[src/rtl/lcq_pkg.sv]
// Package: shared sizing helpers for the lane coalescing queue.
// Assumes depths of at least one row.
package lcq_pkg;

    // Width of an index that addresses `n` rows (at least one bit).
    function automatic int unsigned idx_width(input int unsigned n);
        return (n > 1) ? $clog2(n) : 1;
    endfunction

    // Width of a counter that can hold the values 0..n.
    function automatic int unsigned cnt_width(input int unsigned n);
        return $clog2(n + 1);
    endfunction

endpackage

[src/rtl/lcq_lane_column.sv]
// Module: one lane's column of row slots, with row 0 as the head.
// On a shift every slot moves one row toward the head and the tail row
// empties. A write lands at the index supplied by the row controller, which
// already accounts for a shift on the same edge. The head clear is applied
// only when no shift happens on that edge.
// Assumes: the controller never writes a slot that is still holding an entry.
module lcq_lane_column #(
    parameter int unsigned DEPTH  = 4,
    parameter int unsigned DATA_W = 8
) (
    input  logic                                clk,
    input  logic                                rst_n,
    input  logic                                shift_i,
    input  logic                                wr_en_i,
    input  logic [lcq_pkg::idx_width(DEPTH)-1:0] wr_idx_i,
    input  logic                                wr_valid_i,
    input  logic [DATA_W-1:0]                   wr_data_i,
    input  logic                                head_clr_i,
    output logic                                head_valid_o,
    output logic [DATA_W-1:0]                   head_data_o
);
    localparam int unsigned IDX_W = lcq_pkg::idx_width(DEPTH);

    logic [DEPTH-1:0]  slot_v;
    logic [DATA_W-1:0] slot_d   [DEPTH];
    logic [DEPTH-1:0]  slot_v_nx;
    logic [DATA_W-1:0] slot_d_nx[DEPTH];

    for (genvar g = 0; g < DEPTH; g++) begin : g_row
        logic              up_v;
        logic [DATA_W-1:0] up_d;

        // Pick the neighbour that moves into this row on a shift.
        if (g < DEPTH - 1) begin : g_mid
            assign up_v = slot_v[g+1];
            assign up_d = slot_d[g+1];
        end else begin : g_tail
            assign up_v = 1'b0;
            assign up_d = slot_d[g];
        end

        // Next state of one slot: shift, head clear, then write.
        always_comb begin
            slot_v_nx[g] = shift_i ? up_v : slot_v[g];
            slot_d_nx[g] = shift_i ? up_d : slot_d[g];
            if (g == 0 && head_clr_i && !shift_i) begin
                slot_v_nx[g] = 1'b0;
            end
            if (wr_en_i && wr_idx_i == IDX_W'(g)) begin
                slot_v_nx[g] = wr_valid_i;
                slot_d_nx[g] = wr_data_i;
            end
        end

        // Payload register; it carries no reset because the valid bit guards it.
        always_ff @(posedge clk) begin
            slot_d[g] <= slot_d_nx[g];
        end
    end

    // Valid bits; a synchronous reset empties the column.
    always_ff @(posedge clk) begin
        if (!rst_n) begin
            slot_v <= '0;
        end else begin
            slot_v <= slot_v_nx;
        end
    end

    assign head_valid_o = slot_v[0];
    assign head_data_o  = slot_d[0];

endmodule

[src/rtl/lcq_row_ctrl.sv]
// Module: row occupancy control shared by all lanes.
// Counts the occupied rows, decides when the head row shifts out (the
// registered head slots are all empty), produces the shared enqueue ready
// from the count alone, and gives the write index that a new row takes
// after any shift on the same edge.
// Assumes: rows beyond the count hold no valid slots.
module lcq_row_ctrl #(
    parameter int unsigned LANES = 4,
    parameter int unsigned DEPTH = 4
) (
    input  logic                                 clk,
    input  logic                                 rst_n,
    input  logic [LANES-1:0]                     head_valid_i,
    input  logic                                 any_enq_i,
    output logic                                 enq_ready_o,
    output logic                                 shift_o,
    output logic                                 wr_en_o,
    output logic [lcq_pkg::idx_width(DEPTH)-1:0] wr_idx_o
);
    localparam int unsigned IDX_W = lcq_pkg::idx_width(DEPTH);
    localparam int unsigned CNT_W = lcq_pkg::cnt_width(DEPTH);

    logic [CNT_W-1:0] rows_q;
    logic [CNT_W-1:0] rows_after_shift;

    // Shift, ready and write decisions for this cycle.
    always_comb begin
        shift_o          = (rows_q != '0) && (head_valid_i == '0);
        enq_ready_o      = rows_q < CNT_W'(DEPTH);
        wr_en_o          = enq_ready_o && any_enq_i;
        rows_after_shift = rows_q - CNT_W'(shift_o);
        wr_idx_o         = IDX_W'(rows_after_shift);
    end

    // Row occupancy counter.
    always_ff @(posedge clk) begin
        if (!rst_n) begin
            rows_q <= '0;
        end else begin
            rows_q <= rows_after_shift + CNT_W'(wr_en_o);
        end
    end

endmodule

[src/rtl/lcq_head_port.sv]
// Module: dequeue side of the head row.
// Offers a lane's head entry only when the entry is valid and the lane is
// not held for coalescing, and turns dequeue handshakes and masked
// invalidates into per-lane head clear strobes.
// Assumes: head_valid_i is low for every lane while the queue is empty.
module lcq_head_port #(
    parameter int unsigned LANES = 4
) (
    input  logic [LANES-1:0] head_valid_i,
    input  logic [LANES-1:0] coalescable_i,
    input  logic [LANES-1:0] deq_ready_i,
    input  logic             inv_valid_i,
    input  logic [LANES-1:0] inv_mask_i,
    output logic [LANES-1:0] deq_valid_o,
    output logic [LANES-1:0] head_clr_o
);
    logic [LANES-1:0] inv_sel;

    // Offered entries and the slots to clear on this edge.
    always_comb begin
        inv_sel     = inv_valid_i ? inv_mask_i : '0;
        deq_valid_o = head_valid_i & ~coalescable_i;
        head_clr_o  = (deq_valid_o & deq_ready_i) | (inv_sel & head_valid_i);
    end

endmodule

[src/rtl/lane_coalesce_queue.sv]
// Module: multi-lane request shift queue in front of a coalescer.
// One row per enqueue, one slot per lane. Lanes drain their head slots on
// their own, and the row advances one edge after all its slots are empty.
// Assumes: enq_data / deq_data carry lane l at [l*DATA_W +: DATA_W].
module lane_coalesce_queue #(
    parameter int unsigned LANES  = 4,
    parameter int unsigned DEPTH  = 4,
    parameter int unsigned DATA_W = 8
) (
    input  logic                    clk,
    input  logic                    rst_n,
    input  logic [LANES-1:0]        enq_valid,
    input  logic [LANES*DATA_W-1:0] enq_data,
    output logic                    enq_ready,
    output logic [LANES-1:0]        deq_valid,
    output logic [LANES*DATA_W-1:0] deq_data,
    input  logic [LANES-1:0]        deq_ready,
    input  logic [LANES-1:0]        coalescable,
    input  logic                    inv_valid,
    input  logic [LANES-1:0]        inv_mask
);
    localparam int unsigned IDX_W = lcq_pkg::idx_width(DEPTH);

    logic [LANES-1:0] head_valid;
    logic [LANES-1:0] head_clr;
    logic             row_shift;
    logic             row_wr;
    logic [IDX_W-1:0] row_idx;
    logic             any_enq;

    assign any_enq = |enq_valid;

    lcq_row_ctrl #(
        .LANES (LANES),
        .DEPTH (DEPTH)
    ) u_ctrl (
        .clk          (clk),
        .rst_n        (rst_n),
        .head_valid_i (head_valid),
        .any_enq_i    (any_enq),
        .enq_ready_o  (enq_ready),
        .shift_o      (row_shift),
        .wr_en_o      (row_wr),
        .wr_idx_o     (row_idx)
    );

    lcq_head_port #(
        .LANES (LANES)
    ) u_head (
        .head_valid_i  (head_valid),
        .coalescable_i (coalescable),
        .deq_ready_i   (deq_ready),
        .inv_valid_i   (inv_valid),
        .inv_mask_i    (inv_mask),
        .deq_valid_o   (deq_valid),
        .head_clr_o    (head_clr)
    );

    for (genvar l = 0; l < LANES; l++) begin : g_lane
        lcq_lane_column #(
            .DEPTH  (DEPTH),
            .DATA_W (DATA_W)
        ) u_col (
            .clk          (clk),
            .rst_n        (rst_n),
            .shift_i      (row_shift),
            .wr_en_i      (row_wr),
            .wr_idx_i     (row_idx),
            .wr_valid_i   (enq_valid[l]),
            .wr_data_i    (enq_data[l*DATA_W +: DATA_W]),
            .head_clr_i   (head_clr[l]),
            .head_valid_o (head_valid[l]),
            .head_data_o  (deq_data[l*DATA_W +: DATA_W])
        );
    end

endmodule

[config.mk]
export PLATFORM = sky130hd
export DESIGN_NAME = lane_coalesce_queue
export DESIGN_NICKNAME = d
export VERILOG_FILES = /design/src/rtl/lcq_pkg.sv /design/src/rtl/lcq_lane_column.sv /design/src/rtl/lcq_row_ctrl.sv /design/src/rtl/lcq_head_port.sv /design/src/rtl/lane_coalesce_queue.sv
export SDC_FILE = /design/constraint.sdc
export NUM_CORES = 1
export LEC_CHECK = 0
export ABC_AREA = 1
export BUFFER_PORTS_ARGS = -buffer_cell sky130_fd_sc_hd__clkbuf_2
export CAP_MARGIN = 20
export CORE_MARGIN = 5
export CORE_UTILIZATION = 43
export DETAILED_ROUTE_END_ITERATION = 10
export PLACE_DENSITY = 0.69
export REMOVE_ABC_BUFFERS = 1
export SYNTH_ARGS = -nofsm -noshare
export SYNTH_HDL_FRONTEND = slang
export SYNTH_HIERARCHICAL = 1
export SYNTH_SLANG_ARGS = --single-unit
[constraint.sdc]
create_clock -name clk -period 3.5 [get_ports clk]
set_clock_uncertainty 0.15 [all_clocks]
set_input_delay 0.7 -clock clk [delete_from_list [all_inputs] [get_ports clk]]
set_output_delay 0.7 -clock clk [all_outputs]
set_load 0.01 [all_outputs]
==> run_results.csv <==
group,metric,value,unit
sta,finalCriticalPeriod,2.99,ns
critical_path,crit_fanout,19,
status,status,"finished clean",
min_path,hold_class,"input pin to flop",
yosys,synth_top_cell_by_area,"edfxtp_1",
clock_tree,cts-htree-levels,4,
route,drtAntennaViolNets,0,
sta,timing.setup.tns,0,ns
clock_tree,cts_resized,0,
clock_tree,cts_buffers,17,
yosys,synth.area.top_cells,"edfxtp_1, nand2_1, dfxtp_1",
route,dr_wl_met2,5570,um
global_route,grt_pass1_vias,4049,
global_route,grt_pass1_wl,19900,um
clock_tree,post-cts-setup-buffers,0,
flow_run,drv_cap,0,
route,drt_first_iter_violations,373,
layout,syn_to_final_growth,17.1,%
yosys,synthArstFlopShare,0,%
route,wl_per_cell,13.9,um
clock_tree,clockRootBuffer,"clkbuf_16",
yosys,synthesis.instances,593,
yosys,synth.most_common_cell,"nand2_1",
route,drt-total-wl,12300,um
yosys,ys_seq_area_share,66.5,%
layout,final_layout_size_suffix_gt1_share,22.4,%
critical_path,start_kind,"flop",
route,drc,0,
critical_path,critPathArrivalTime,2.92,ns
global_route,overflow,0,
route,wl_met1,5660,um
critical_path,crit_required,3.44,ns
sta,post-route-period-util,85.3,%
clock_tree,cts_tree,"done",
die,pin_count,88,
placed_design,io_buffer_count,87,
yosys,synth_cell_types,19,
clock_tree,clkTransAtPathRegs,0.06,ns
die,dieArea,17300,um^2
route,avgViaCountPerCell,4.85,
route,wl_met3,886,um
sta,relSlewSlack,61.0,%
critical_path,crit_type,"flop to flop",
sta,tightest_slew,0.584,ns
sta,slew_viol_final,0,
critical_path,endpoint_kind,"flop",
layout,final_util,51.1,%
die,floorplan.initialDensity,43.7,%
die,coreArea,14500,um^2
yosys,ys_seq_elements,147,
layout,nets,744,
die,fp.dieW,132,um
clock_tree,cts_sinks,147,
die,die_y,132,um
sta,setup_viol_count_final,0,
sta,rsz0062_at_grt,"false",
clock_tree,clockBufferDepth,2,
placed_design,gp_congestion,0.804,
route,top_layer,"met5",
yosys,synth_flop_cell,"edfxtp_1",
sta,hold_violations,0,
route,drt_first_pass_iters,5,
yosys,synth_top_cell_area_share,60.5,%
die,row_count,44,
yosys,yosys_warnings,6,
placed_design,dp.final_hpwl,8850,um
layout,n_antenna_cell,0,
global_route,grt_max_degree,21,
route,vias,4291,
yosys,post_synth.cell_area_avg,10.7,um^2
yosys,synth_edf_count,128,
sta,max_freq,335,MHz
global_route,grt_antenna_before_repair,1,
yosys,synthesis.area,6350,um^2
global_route,grt.total_usage,14.4,%
clock_tree,cts_hold_buf,0,
yosys,ys_top_cells_by_count,"nand2_1, edfxtp_1, inv_1",
clock_tree,insertion_delay,0.42,ns
sta,whs,0.316,ns
-- final cells by class --
class                           instances  area [um^2]
Clock buffer                           20          437
Timing Repair Buffer                   93          480
Inverter                               66          248
Multi-Input combinational cell        364         1740
Clock inverter                         10         68.8
Fill cell                            1320         7100
Sequential cell                       147         4220
Tap cell                              184          230
-- metrics by stage --
step | instance area, um^2 | std cells | setup WS [ns]
global route | 7430 | 884 | 0.229
finish | 7430 | 884 | 0.515
CTS | 7430 | 884 | 0.516
detailed placement | 6930 | 854 | 0.526
floorplan | 6210 | 577 | 0.359
global placement | 6930 | 854 | 0.620
-- cell families after synthesis --
family                     share of synthesized area [%]
buffers and inverters                               6.03
and+or+nand+nor                                     16.1
DFF                                                 66.5
adders and majority gates                          0.788
AOI/OAI and AO/OA                                   10.6
-- placed cells by master, fill, tap and decap left out --
| cell | Yosys | final |
|---|---|---|
| bufinv_16 | 0 | 1 |
| buf_4 | 4 | 6 |
| dfxtp_1 | 19 | 19 |
| inv_2 | 1 | 1 |
| o21ai_1 | 32 | 32 |
| o21ai_2 | 32 | 32 |
| nand2_2 | 4 | 4 |
| o21ai_0 | 36 | 36 |
| clkinv_1 | 0 | 5 |
| a31oi_1 | 1 | 1 |
| clkinv_2 | 0 | 4 |
| clkbuf_2 | 0 | 87 |
| nand3_1 | 25 | 25 |
| nor2_2 | 0 | 1 |
| a21oi_1 | 9 | 9 |
| nand2_1 | 175 | 175 |
| clkbuf_16 | 0 | 17 |
| inv_1 | 65 | 65 |
| nand3b_1 | 4 | 4 |
| ha_1 | 4 | 4 |
| nor2_1 | 38 | 37 |
| nand3_2 | 4 | 4 |
| clkbuf_1 | 4 | 3 |
| edfxtp_1 | 128 | 128 |
-- metal layers --
layer	vias up	GRT usage [%]
li1	2204	-
met1	1953	18.8
met2	119	21.7
met3	13	6.00
met4	2	5.49
met5	-	0
-- registers in the layout (all words and copies together) (netlist names) --
signal               flops
g_lane.u_col/slot_d    128
g_lane.u_col/slot_v     16
u_ctrl/rows_q            3
-- path summary, 6_finish.rpt --
kind                                                 from                      endpoint  slack [ns]  depth (start not counted)
worst max-delay path            g_lane[1].u_col/slot_v[0]  g_lane[0].u_col/slot_d[2][7]        0.51                          8
worst min-delay path                         enq_data[24]  g_lane[3].u_col/slot_d[3][0]        0.32                          1
worst max register to register  g_lane[1].u_col/slot_v[0]  g_lane[0].u_col/slot_d[2][7]        0.51                          8
worst min register to register  g_lane[0].u_col/slot_v[3]     g_lane[0].u_col/slot_v[3]        0.32                          2
-- critical path: stages (launching register included) --
cell	delay [ns]
dfxtp_1	0.36
nor2_1	0.14
nand2_1	0.07
a31oi_1	0.20
ha_1	0.20
ha_1	0.23
inv_1	0.44
nand3_2	0.45
nand2_1	0.41
Power is left out: the tool's default activity adds up to more than one toggle a clock period on the data nets, which glitch-free logic cannot reach.
